==> config.mk <==
export PLATFORM = sky130hd
export DESIGN_NAME = frame_wb_sequencer
export DESIGN_NICKNAME = d
export VERILOG_FILES = /design/src/rtl/wbk_pkg.sv /design/src/rtl/wbk_regs.sv /design/src/rtl/wbk_frame_seq.sv /design/src/rtl/wbk_irq.sv /design/src/rtl/frame_wb_sequencer.sv
export SDC_FILE = /design/constraint.sdc
export NUM_CORES = 1
export LEC_CHECK = 0
export BUFFER_PORTS_ARGS = -buffer_cell sky130_fd_sc_hd__buf_2
export CORE_MARGIN = 1
export CORE_UTILIZATION = 45
export CTS_CLUSTER_DIAMETER = 30
export CTS_CLUSTER_SIZE = 10
export DETAILED_ROUTE_END_ITERATION = 12
export GPL_ROUTABILITY_DRIVEN = 0
export RECOVER_POWER = 50
export SLEW_MARGIN = 20
export SYNTH_ARGS = -nofsm -noshare
export SYNTH_HDL_FRONTEND = slang
export SYNTH_SLANG_ARGS = --single-unit
==> constraint.sdc <==
create_clock -name clk -period 3.3 [get_ports clk]
set_input_delay 0.165 -clock clk [delete_from_list [all_inputs] [get_ports clk]]
set_output_delay 0.165 -clock clk [all_outputs]
set_load 0.1 [all_outputs]
==> src/rtl/wbk_pkg.sv <==
// Shared constants for the frame writeback sequencer.
// Assumes a 40-bit memory address made from a 32-bit low word and a high byte.
package wbk_pkg;
    parameter int REG_AW  = 5;
    parameter int DATA_W  = 32;
    parameter int ADDR_W  = 40;
    parameter int DIM_W   = 16;
    localparam int HI_W   = ADDR_W - DATA_W;
    localparam int CNT_W  = DIM_W + 1;

    localparam logic [REG_AW-1:0] OFF_CTRL  = 5'h00;
    localparam logic [REG_AW-1:0] OFF_BASE  = 5'h04;
    localparam logic [REG_AW-1:0] OFF_HIGH  = 5'h08;
    localparam logic [REG_AW-1:0] OFF_PITCH = 5'h0C;
    localparam logic [REG_AW-1:0] OFF_DIM   = 5'h10;
    localparam logic [REG_AW-1:0] OFF_PROG  = 5'h14;

    localparam int BIT_START = 0;
    localparam int BIT_BUSY  = 1;
    localparam int BIT_IEN   = 2;
    localparam int BIT_STOP  = 14;

    localparam logic [7:0] ID_BYTE = 8'h54;
    localparam logic [1:0] REV_BITS = 2'b01;

    typedef struct packed {
        logic [ADDR_W-1:0] base;
        logic [DATA_W-1:0] pitch;
        logic [DIM_W-1:0]  height;
    } frame_cfg_t;
endpackage

==> src/rtl/wbk_regs.sv <==
// Register file and readback mux for the writeback sequencer.
// Decodes start/abort commands from control writes. It assumes one register
// access per cycle and masks the alignment bits of base and pitch.
module wbk_regs
    import wbk_pkg::*;
(
    input  logic              clk,
    input  logic              rst_n,
    input  logic              bus_wr,
    input  logic [REG_AW-1:0] bus_addr,
    input  logic [DATA_W-1:0] bus_wdata,
    output logic [DATA_W-1:0] bus_rdata,
    input  logic              busy,
    input  logic [CNT_W-1:0]  progress,
    output frame_cfg_t        cfg,
    output logic              cmd_start,
    output logic              cmd_stop,
    output logic              ien,
    output logic              ien_next
);
    logic [DATA_W-1:0] base_lo_q;
    logic [HI_W-1:0]   base_hi_q;
    logic [DATA_W-1:0] pitch_q;
    logic [DATA_W-1:0] dim_q;
    logic              ctrl_wr;

    // Control write decode and the command pulses it produces.
    always_comb begin
        ctrl_wr   = bus_wr && (bus_addr == OFF_CTRL);
        cmd_stop  = ctrl_wr && bus_wdata[BIT_STOP];
        cmd_start = ctrl_wr && bus_wdata[BIT_START] && !bus_wdata[BIT_STOP];
        ien_next  = ctrl_wr ? bus_wdata[BIT_IEN] : ien;
    end

    // Storage of the configuration registers and the interrupt enable.
    always_ff @(posedge clk) begin
        if (!rst_n) begin
            base_lo_q <= '0;
            base_hi_q <= '0;
            pitch_q   <= '0;
            dim_q     <= '0;
            ien       <= 1'b0;
        end else begin
            ien <= ien_next;
            if (bus_wr) begin
                case (bus_addr)
                    OFF_BASE:  base_lo_q <= bus_wdata;
                    OFF_HIGH:  base_hi_q <= bus_wdata[HI_W-1:0];
                    OFF_PITCH: pitch_q   <= bus_wdata;
                    OFF_DIM:   dim_q     <= bus_wdata;
                    default:   ;
                endcase
            end
        end
    end

    // Aligned configuration presented to the frame sequencer.
    always_comb begin
        cfg.base   = {base_hi_q, base_lo_q[DATA_W-1:2], 2'b00};
        cfg.pitch  = {pitch_q[DATA_W-1:4], 4'b0000};
        cfg.height = dim_q[DATA_W-1:DATA_W-DIM_W];
    end

    // Readback multiplexer.
    always_comb begin
        bus_rdata = '0;
        case (bus_addr)
            OFF_CTRL: begin
                bus_rdata[31:24]    = ID_BYTE;
                bus_rdata[23:22]    = REV_BITS;
                bus_rdata[BIT_IEN]  = ien;
                bus_rdata[BIT_BUSY] = busy;
            end
            OFF_BASE:  bus_rdata = {base_lo_q[DATA_W-1:2], 2'b00};
            OFF_HIGH:  bus_rdata = {{(DATA_W-HI_W){1'b0}}, base_hi_q};
            OFF_PITCH: bus_rdata = {pitch_q[DATA_W-1:4], 4'b0000};
            OFF_DIM:   bus_rdata = dim_q;
            OFF_PROG:  bus_rdata = {{(DATA_W-CNT_W){1'b0}}, progress};
            default:   bus_rdata = '0;
        endcase
    end

    // start is a pulse, so a control write of start never leaves the enable changed unless bit 2 was written
    p_ien_follows_write_r2: assert property (@(posedge clk) disable iff (!rst_n)
        $past(ctrl_wr) |-> ien == $past(bus_wdata[BIT_IEN]));
endmodule

==> src/rtl/wbk_frame_seq.sv <==
// Frame sequencer: captures the configuration at start, steps the line address
// by the pitch for every committed line, counts lines and ends the frame.
// Assumes line_done is a one-cycle-per-line strobe from the store logic.
module wbk_frame_seq
    import wbk_pkg::*;
#(
    parameter bit SIZE_MINUS_ONE = 1'b1
)(
    input  logic              clk,
    input  logic              rst_n,
    input  frame_cfg_t        cfg,
    input  logic              cmd_start,
    input  logic              cmd_stop,
    input  logic              line_done,
    output logic              busy,
    output logic [ADDR_W-1:0] line_addr,
    output logic [CNT_W-1:0]  progress,
    output logic              frame_end
);
    logic [DATA_W-1:0] step_q;
    logic [CNT_W-1:0]  total_q;
    logic [CNT_W-1:0]  lines_req;
    logic              start_ok;
    logic              last_line;

    // Number of lines the programmed height asks for.
    generate
        if (SIZE_MINUS_ONE) begin : g_minus_one
            assign lines_req = {1'b0, cfg.height} + 1'b1;
        end else begin : g_exact
            assign lines_req = (cfg.height == '0) ? CNT_W'(1) : {1'b0, cfg.height};
        end
    endgenerate

    // Start, last-line and end-of-frame conditions.
    always_comb begin
        start_ok  = cmd_start && !busy;
        last_line = (progress + 1'b1) == total_q;
        frame_end = busy && (cmd_stop || (line_done && last_line));
    end

    // Frame state, captured configuration, address accumulator and counter.
    always_ff @(posedge clk) begin
        if (!rst_n) begin
            busy      <= 1'b0;
            line_addr <= '0;
            step_q    <= '0;
            total_q   <= '0;
            progress  <= '0;
        end else if (busy && cmd_stop) begin
            busy <= 1'b0;
        end else if (start_ok) begin
            busy      <= 1'b1;
            line_addr <= cfg.base;
            step_q    <= cfg.pitch;
            total_q   <= lines_req;
            progress  <= '0;
        end else if (busy && line_done) begin
            progress  <= progress + 1'b1;
            line_addr <= line_addr + {{HI_W{1'b0}}, step_q};
            if (last_line) busy <= 1'b0;
        end
    end

    // a frame only begins after a start command
    p_start_needs_cmd_r3: assert property (@(posedge clk) disable iff (!rst_n)
        $rose(busy) |-> $past(cmd_start) && progress == '0);
    // each committed line moves the address by exactly one pitch
    p_addr_step_r4: assert property (@(posedge clk) disable iff (!rst_n)
        $past(busy && line_done && !cmd_stop) && busy |-> line_addr == $past(line_addr) + {{HI_W{1'b0}}, step_q});
    // without a committed line the address is held during the frame
    p_addr_hold_r9: assert property (@(posedge clk) disable iff (!rst_n)
        busy && $past(busy) && !$past(line_done) |-> $stable(line_addr));
    // the counter never passes the captured line total
    p_prog_bound_r6: assert property (@(posedge clk) disable iff (!rst_n)
        busy |-> progress < total_q);
    // an abort while busy ends the frame and freezes the count
    p_abort_stops_r7: assert property (@(posedge clk) disable iff (!rst_n)
        busy && cmd_stop |=> !busy && $stable(progress));
endmodule

==> src/rtl/wbk_irq.sv <==
// Idle interrupt: set when a frame ends with the enable on, held until the
// enable is written to 0. Assumes ien_next is the enable after this cycle's write.
module wbk_irq (
    input  logic clk,
    input  logic rst_n,
    input  logic frame_end,
    input  logic ien,
    input  logic ien_next,
    output logic irq
);
    // Pending flag, qualified by the enable as it will be after this cycle.
    always_ff @(posedge clk) begin
        if (!rst_n) irq <= 1'b0;
        else        irq <= (irq || frame_end) && ien_next;
    end

    // interrupt is gated by the enable register
    p_irq_gated_r8: assert property (@(posedge clk) disable iff (!rst_n)
        irq |-> ien);
    // interrupt rises only when a frame has just ended
    p_irq_cause_r8: assert property (@(posedge clk) disable iff (!rst_n)
        $rose(irq) |-> $past(frame_end));
endmodule

==> src/rtl/frame_wb_sequencer.sv <==
// Top of the frame writeback sequencer: register file, frame sequencer and
// idle interrupt. Assumes the store logic pulses line_done once per line.
module frame_wb_sequencer
    import wbk_pkg::*;
#(
    parameter bit SIZE_MINUS_ONE = 1'b1
)(
    input  logic              clk,
    input  logic              rst_n,
    input  logic              bus_wr,
    input  logic [REG_AW-1:0] bus_addr,
    input  logic [DATA_W-1:0] bus_wdata,
    output logic [DATA_W-1:0] bus_rdata,
    input  logic              line_done,
    output logic              frame_busy,
    output logic [ADDR_W-1:0] line_addr,
    output logic              irq
);
    frame_cfg_t       cfg;
    logic             cmd_start;
    logic             cmd_stop;
    logic             ien;
    logic             ien_next;
    logic [CNT_W-1:0] progress;
    logic             frame_end;

    wbk_regs u_regs (
        .clk       (clk),
        .rst_n     (rst_n),
        .bus_wr    (bus_wr),
        .bus_addr  (bus_addr),
        .bus_wdata (bus_wdata),
        .bus_rdata (bus_rdata),
        .busy      (frame_busy),
        .progress  (progress),
        .cfg       (cfg),
        .cmd_start (cmd_start),
        .cmd_stop  (cmd_stop),
        .ien       (ien),
        .ien_next  (ien_next)
    );

    wbk_frame_seq #(.SIZE_MINUS_ONE(SIZE_MINUS_ONE)) u_seq (
        .clk       (clk),
        .rst_n     (rst_n),
        .cfg       (cfg),
        .cmd_start (cmd_start),
        .cmd_stop  (cmd_stop),
        .line_done (line_done),
        .busy      (frame_busy),
        .line_addr (line_addr),
        .progress  (progress),
        .frame_end (frame_end)
    );

    wbk_irq u_irq (
        .clk       (clk),
        .rst_n     (rst_n),
        .frame_end (frame_end),
        .ien       (ien),
        .ien_next  (ien_next),
        .irq       (irq)
    );

    // line_done while idle leaves the count unchanged
    p_idle_lines_ignored_r5: assert property (@(posedge clk) disable iff (!rst_n)
        !frame_busy && !cmd_start |=> $stable(progress));
endmodule

; ---- After elaboration in Yosys (flattened, before gate mapping)
; Cells that the tools add are included.
[totals]
reg_bits = 209
mem_count = 0
mem_bits_ro = 0
latch_bits = 0
input_bits = 41
mem_bits_rw = 0
[op_classes]
n_mux = 12
n_lt_le_gt_ge = 0
reduce_logical = 25
n_shift = 0
n_addsub = 3
div = 0
multipliers = 0
eq_ne = 6
n_bitwise = 2
[op_table]
columns = op, count
row1 = 19-bit one-hot mux with 5 select lines, 1
row2 = 40-bit two-way mux, 2
row3 = 40-bit by 32-bit adder with 40-bit output, 1
row4 = 10-bit one-hot mux with 4 select lines, 1
row5 = 17-bit two-way mux, 2
row6 = "16-bit by 1-bit adder with 17-bit output, second input constant", 1
row7 = "17-bit by 1-bit adder with 17-bit output, second input constant", 1
row8 = 17-bit equality test, 1
row9 = 2-bit AND reduction, 7
row10 = "5-bit by 4-bit equality test with 1-bit output, second input constant", 2
row11 = "5-bit equality test, second input constant", 2
row12 = 1-bit logical AND, 10
row13 = 2-bit one-hot mux with 5 select lines, 1
row14 = "5-bit by 3-bit equality test with 1-bit output, second input constant", 1
row15 = 5-bit zero test, 1
row16 = 1-bit two-way mux, 4
row17 = 2-bit nonzero test, 2
row18 = 1-bit one-hot mux with 3 select lines, 1
row19 = 1-bit zero test, 2
row20 = 1-bit logical OR, 2
row21 = 1-bit inverter, 2
row22 = 2-bit OR reduction, 1

; ---- Logic depth before layout (Yosys ltp)
; Gate-level depths: netlist of run 1.
[depth]
depth_word = 7
ltp_mapped = 10
ltp_nobuf = 10

; ---- Modules after synthesis
; Synthesis of run 1 repeated with hierarchy kept, for this count alone.
[unflattened]
hier_cells = 1389
area_unflattened_um2 = 11589.9
[by_module_without_submodules]
columns = module, n_inst, seq_area_each_um2, cells_each, area_per_inst_um2
row1 = wbk_frame_seq, 1, 2142.1, 881, 6777.8
row2 = wbk_regs, 1, 1981.9, 506, 4782.1
row3 = wbk_irq, 1, 20.0, 2, 30.0

; ---- Least setup slack after synthesis of run 1
; OpenSTA, ideal clock, no wires.
[synth_path]
path_type = register -> register
from = register u_seq.line_addr[18]
to = register u_seq.line_addr[35]
setup_time_ps = 91
slack_ps = -49
arrival_ps = 3258
path_stages_with_launch = 11
path_cell_list = dfxtp_1 ha_1 clkbuf_1 a21o_1 a21oi_1 nor3b_1 a311oi_2 o41ai_4 a221oi_2 o21ai_0 a311oi_1
[synth_via]
elab_chain_cells = 3
[synth_rtl]
columns = element, line
row1 = "start, declared", wbk_frame_seq.sv:16  ; output logic [ADDR_W-1:0] line_addr,
row2 = "start signal, assigned", wbk_frame_seq.sv:54  ; line_addr <= cfg.base;
row3 = "start signal, assigned", wbk_frame_seq.sv:60  ; line_addr <= line_addr + {{HI_W{1'b0}}, step_q};
row4 = 40-bit by 32-bit adder with 40-bit output, wbk_frame_seq.sv:60
row5 = 40-bit two-way mux, wbk_frame_seq.sv:58  ; end else if (busy && line_done) begin
row6 = 40-bit two-way mux, wbk_frame_seq.sv:52  ; end else if (start_ok) begin
; Every way passes these cells. The select of a mux whose other input is x is not followed.
; A chain may end at the register's enable or synchronous reset.

; ---- Worst setup path after layout of run 1
[layout_path]
from = register u_seq.line_addr[6]
to = register u_seq.line_addr[35]
; The elaborated chain is that of the path after synthesis.

==> qor.yml, run 1 <==
finalSetupTns_ns: 0
initial_core_util: 0.462
power_frac_comb: 0.032
clock_skew_ns: 0.0145
grt_max_degree: 123
yosysWarnings: 0
ctsRootBufferMaster: "clkbuf_16"
hold_violations: 0
avgRoutedWirePerCell_microns: 18.8
syn_area_per_cell_sq_um: 7.57
worst_pin_slew_ns: 1.30
syn_inst: 1390
clockBufferDepth: 3
cts_buffers: 49
vdd_drop_max_v: 0.000328
r2r-end: "u_seq.line_addr[35]$_SDFFE_PN0P_"
start_kind: "flop"
grt_overflow: 0
io_pins: 115
synthArstFlopShare: 0
worst-path-max-fanout: 8
die_x_microns: 155
synth_seq_cells: 201
drive_gt1_frac: 0.126
whs_path_depth: 4
utilization: 0.597
hold_class: "input pin to flop"
postPlaceCellArea_sq_um: 11600
insertedDiodeCount: 0
path_class: "flop to flop"
slew_headroom: 0.139
setup_violations: 0
p_sw_mw: 1.67
worstPathBufferInverterCount: 0
pwr-share-seq: 0.322
status: "finished clean"
synthesis.area_sq_um: 10500
grt_pass1_vias: 9942
whs_ns: 0.0801
die_h_microns: 155
clkTransAtPathRegs_ns: 0.05
cap_viol_max_count: 0
hpwl_microns: 23400
r2r_cells: 9
power_frac_clock: 0.646
die-area_sq_um: 24000
vias: 10700
seq_area_frac_synth: 0.382
clkLatencyLatePin_ns: 0.53
cp.arrival_ns: 3.53
path_cells: "ha_1 > a21oi_1 > a2111oi_4 > o21ai_1 > nor3b_1 > o41ai_4 > a221oi_2 > o21ai_0 > a311oi_1"
cp-end-kind: "flop"
critical-path-top-delay-family: "compound AO/OA/AOI/OAI gates"
fin_area_sq_um: 13600
antenna_found_initial: 0
rows: 55
cts_num_sinks: 201
regToRegStartpoint: "u_seq.line_addr[6]$_SDFFE_PN0P_"
layout.nets: 1585
setup_slack_ns: 0.204
min_period_ns: 3.10
reg2reg_slack_ns: 0.20
cellPowerDensity_nw_per_um2: 562
stdcell_count: 1865
grt_pass1_wl_microns: 54600
finalCritPeriodShare: 0.938
drc: 0
dp_slack_ns: 0.250
place_inst: 1743
viasPerCell: 5.72
routed_wl_microns: 35100
first_iter_violations: 908
required_ns: 3.73
intPower_mw: 5.98
min_from: "line_done"
synth-edff-count: 0
core_sq_um: 22800
cts_tree: "yes"
drt_pre_antenna_iters: 7
drv_slew: 0
ant_nets: 0
p_leak_nw: 5.10
timing.fmax_ghz: 0.323
slowest_stage: "a221oi_2"
synthFlopType: "dfxtp_1"
min_to: "u_seq.line_addr[36]$_SDFFE_PN0P_"
grt_util_all_layers: 0.290
total_power_mw: 7.65
syn2layout_area_growth_pct: 29.2
rsz0062_at_grt: "no"
yosysUniqueCellTypes: 69
numPortBuffers: 112
fillers: 2114
cpPeakStageDelay_ns: 0.65
h-tree-depth: 2
p_sw_frac: 0.218
==> state kept, by name, indices dropped and copies added (netlist names) <==
signal	cells
u_regs.dim_q	32
u_regs.ien	1
u_seq.step_q	28
u_regs.pitch_q	28
u_regs.base_lo_q	30
u_seq.line_addr	38
u_regs.base_hi_q	8
u_seq.progress	17
u_seq.busy	1
u_seq.total_q	17
u_irq.irq	1
==> cells by family after synthesis <==
family | Yosys count | synth area share
XOR/XNOR | 58 | 0.0483
buffers and inverters | 130 | 0.0474
other | 1 | 0.000356
AND/OR/NAND/NOR | 562 | 0.230
multiplexers | 20 | 0.0190
flip-flops | 201 | 0.382
AO/OA/AOI/OAI | 387 | 0.235
adder cells (fa/ha/maj) | 31 | 0.0376
==> timing repair <==
action / 4_1_cts / 5_1_grt
setup buffers: 0 / 0
hold buffers: 32 / 0
endpoints found under the setup margin: 0 / 2
endpoints found under the hold margin: 99 / 0
resized for setup: 0 / 1
==> Yosys cell counts, types with 4 or more instances <==
cell	n	area, sq um
nor2b_1	4	25.0
o221ai_1	4	35.0
a21o_1	14	105
a31oi_1	10	62.6
xor2_1	26	228
o21bai_1	4	30.0
a21oi_1	204	1020
o21ai_1	12	60.1
or3_1	5	31.3
a221o_1	16	160
dfxtp_1	201	4020
nand2_1	344	1290
a22oi_1	10	75.1
clkbuf_1	95	357
a311oi_1	13	114
and2_1	9	56.3
inv_1	28	105
nand3_1	37	185
and3_1	18	113
nor3b_1	4	30.0
a222oi_1	11	110
nand4_1	16	100
nor3_1	17	85.1
nand3b_1	6	45.0
nor2_1	85	319
o21ai_0	25	125
xnor2_1	32	280
a211oi_1	22	165
mux2i_1	20	200
o211ai_1	8	60.1
ha_1	30	375
==> power by group through the flow <==
stage                     sequential, mW  combinational, mW  clock [mW]
after floorplan                     2.51              0.112           0
after global placement              2.50              0.217           0
after detailed placement            2.50              0.216           0
after CTS                           2.46              0.246        5.00
after global routing                2.46              0.260        5.14
final                               2.46              0.246        4.94
==> placed cells by master, fill, tap and decap left out, drive strengths merged, types with 14 or more instances in the layout <==
cell type    synthesis  layout
a211oi              22      22
a21o                14      14
a21oi              204     204
a221o               16      16
a311oi              14      14
and3                18      18
buf                  7      93
clkbuf              95     107
clkinv               0      14
dfxtp              201     201
dlygate4sd3          0      32
ha                  30      30
inv                 28      29
mux2i               20      20
nand2              345     345
nand3               37      37
nand4               16      16
nor2                85      85
nor3                17      17
o21ai               38      38
xnor2               32      32
xor2                26      26
==> area by class of cell <==
class	instances	area (sq um)	area share
Inverter	28	110	0.00810
Tap cell	313	392	0.0288
Clock inverter	31	372	0.0273
Clock buffer	59	1360	0.0997
Sequential cell	201	4030	0.296
Multi-Input combinational cell	1060	6010	0.442
Timing Repair Buffer	173	1330	0.0974
==> how the worst max path moves through the flow <==
stage	slack [ns]	depth (start not counted)	to	from
2_1_floorplan	0.02	10	u_seq.line_addr[35]$_SDFFE_PN0P_	u_seq.line_addr[24]$_SDFFE_PN0P_
3_3_place_gp	0.27	9	u_seq.line_addr[35]$_SDFFE_PN0P_	u_seq.line_addr[6]$_SDFFE_PN0P_
3_5_place_dp	0.25	9	u_seq.line_addr[35]$_SDFFE_PN0P_	u_seq.line_addr[11]$_SDFFE_PN0P_
4_1_cts	0.22	9	u_seq.line_addr[35]$_SDFFE_PN0P_	u_seq.line_addr[11]$_SDFFE_PN0P_
5_1_grt	0.05	9	u_seq.line_addr[35]$_SDFFE_PN0P_	u_seq.line_addr[6]$_SDFFE_PN0P_
6_report	0.20	9	u_seq.line_addr[35]$_SDFFE_PN0P_	u_seq.line_addr[6]$_SDFFE_PN0P_
==> worst register-to-register path: cells and delay by family, from the launching register on <==
family                     cells  cell delay [ns]
and+or+nand+nor                1             0.40
AOI/OAI and AO/OA              7             1.93
DFF                            1             0.32
adders and majority gates      1             0.35
==> routing by layer <==
metal  track usage  routed length, microns
met1         0.386                   15300
met2         0.476                   16200
met3        0.0457                    2620
met4         0.101                     866
met5             0                       0
No activity file was read; power rests on OpenSTA's default activity.
==> inputs of run 2 (changes only) <==
Settings changed: CORE_UTILIZATION 45 to 30, RECOVER_POWER 50 to 100.
==> qor.yml, run 2 (synthesis gave the netlist of run 1 again) <==
insertedDiodeCount: 0
worst_pin_slew_ns: 1.36
cellPowerDensity_nw_per_um2: 527
cts_tree: "yes"
layout.nets: 1583
critical-path-top-delay-family: "compound AO/OA/AOI/OAI gates"
start_kind: "flop"
setup_violations: 0
cts_buffers: 44
rows: 68
multi_input_area_sq_um: 6030
antenna_found_initial: 0
r2r_cells: 11
top_register: "u_seq.line_addr"
h-tree-depth: 2
worstPathBufferInverterCount: 2
drive_gt1_frac: 0.117
slew_headroom: 0.0951
total_power_mw: 7.00
whs_path_depth: 4
required_ns: 3.72
initial_core_util: 0.305
finalCritPeriodShare: 0.952
vias: 10700
r2r-end: "u_seq.line_addr[35]$_SDFFE_PN0P_"
cap_viol_max_count: 0
grt_util_all_layers: 0.204
cp-end-kind: "flop"
worst-path-max-fanout: 8
min_period_ns: 3.14
clock_skew_ns: 0.0303
grt_pass1_vias: 10000
hold_class: "input pin to flop"
status: "finished clean"
reg.largest.list: "u_seq.line_addr x38, u_regs.dim_q x32, u_regs.base_lo_q x30"
routed_wl_microns: 37100
die_x_microns: 189
min_from: "line_done"
drc: 0
reg2reg_slack_ns: 0.16
timing.fmax_ghz: 0.318
cp.arrival_ns: 3.56
clockBufferDepth: 3
syn2layout_area_growth_pct: 26.3
clkTransAtPathRegs_ns: 0.05
vdd_drop_max_v: 0.000270
path_cells: "ha_1 > a21oi_1 > a2111oi_4 > o21ai_1 > nor3b_1 > buf_4 > o41ai_4 > buf_4 > a221oi_4 > or3_1 > a311oi_1"
hpwl_microns: 25900
numPortBuffers: 112
path_class: "flop to flop"
layout_common_cells: "344 x nand2_1, 203 x a21oi_1, 197 x dfxtp_1"
min_to: "u_seq.line_addr[36]$_SDFFE_PN0P_"
hold_violations: 0
postPlaceCellArea_sq_um: 11800
mostFrequentLayoutCell: "nand2_1"
drv_slew: 0
cts_num_sinks: 201
drt_pre_antenna_iters: 5
die_h_microns: 189
largest_reg_flops: 38
regToRegStartpoint: "u_seq.line_addr[6]$_SDFFE_PN0P_"
first_iter_violations: 1102
grt_overflow: 0
grt_pass1_wl_microns: 57200
clkLatencyLatePin_ns: 0.54
final-seq-area_sq_um: 4030
fillers: 3625
cpPeakStageDelay_ns: 0.45
ctsRootBufferMaster: "clkbuf_16"
fin_area_sq_um: 13300
viasPerCell: 5.35
ant_nets: 0
crit_path_frequent_cell: "buf_4"
die-area_sq_um: 35800
grt_max_degree: 64
core_sq_um: 34500
io_pins: 115
slowest_stage: "a2111oi_4"
p_leak_nw: 4.89
avgRoutedWirePerCell_microns: 18.6
-- run 2: repair_timing --
action / in CTS / in global routing
gates resized for setup: 0 / 1
setup endpoints to repair: 0 / 1
setup buffers: 0 / 1
hold buffers: 32 / 0
endpoints found under the hold margin: 99 / 0
-- run 2: cell type report --
class                           count  share of cell area
Clock buffer                       54              0.0902
Multi-Input combinational cell   1060               0.453
Tap cell                          455              0.0428
Timing Repair Buffer              176              0.0827
Sequential cell                   201               0.303
Inverter                           28             0.00828
Clock inverter                     24              0.0196
-- run 2: report_power, final --
| group | total, mW | switching [mW] | internal (mW) |
|---|---|---|---|
| clock network | 4.30 | 1.47 | 2.83 |
| logic | 0.245 | 0.171 | 0.0740 |
| registers | 2.46 | 0.0119 | 2.45 |
| total | 7.00 | 1.65 | 5.35 |
-- run 2: stage by stage --
step                      hold WS, ns  setup WS (ns)   util  setup TNS (ns)  std cells
after global placement          0.432          0.232  0.341               0       1887
final                          0.0901          0.159  0.385               0       1998
after floorplan                 0.301         0.0167      -               0       1391
after detailed placement        0.433          0.174  0.341               0       1887
after CTS                      0.0533         0.0837  0.393               0       1997
after global routing            0.107       -0.00893  0.385        -0.00893       1998
-- run 2: layer usage --
metal	part of all wire	up-vias	track usage	wire [microns]
met4	0.028	0	0.0713	1060
met3	0.081	71	0.0391	3000
met2	0.43	450	0.312	16100
met5	0	-	0	0
met1	0.46	5022	0.283	16900
li1	-	5145	-	-
-- run 2: worst max path at each step --
stage                                     startpoint                          endpoint  slack (ns)  cells after the start
global route         u_seq.line_addr[6]$_SDFFE_PN0P_  u_seq.line_addr[35]$_SDFFE_PN0P_      -0.009                     11
floorplan           u_seq.line_addr[24]$_SDFFE_PN0P_  u_seq.line_addr[35]$_SDFFE_PN0P_        0.02                     10
global placement     u_seq.line_addr[6]$_SDFFE_PN0P_  u_seq.line_addr[39]$_SDFFE_PN0P_        0.23                     10
CTS                  u_seq.line_addr[6]$_SDFFE_PN0P_  u_seq.line_addr[35]$_SDFFE_PN0P_        0.08                     10
finish               u_seq.line_addr[6]$_SDFFE_PN0P_  u_seq.line_addr[35]$_SDFFE_PN0P_        0.16                     11
detailed placement   u_seq.line_addr[6]$_SDFFE_PN0P_  u_seq.line_addr[35]$_SDFFE_PN0P_        0.17                     10
-- run 2: worst register-to-register path: stages (launching register included) --
cell and delay, ns:
dfxtp_1 0.33, ha_1 0.36, a21oi_1 0.14, a2111oi_4 0.45, o21ai_1 0.16, nor3b_1 0.16
buf_4 0.14, o41ai_4 0.32, buf_4 0.20, a221oi_4 0.10, or3_1 0.36, a311oi_1 0.29
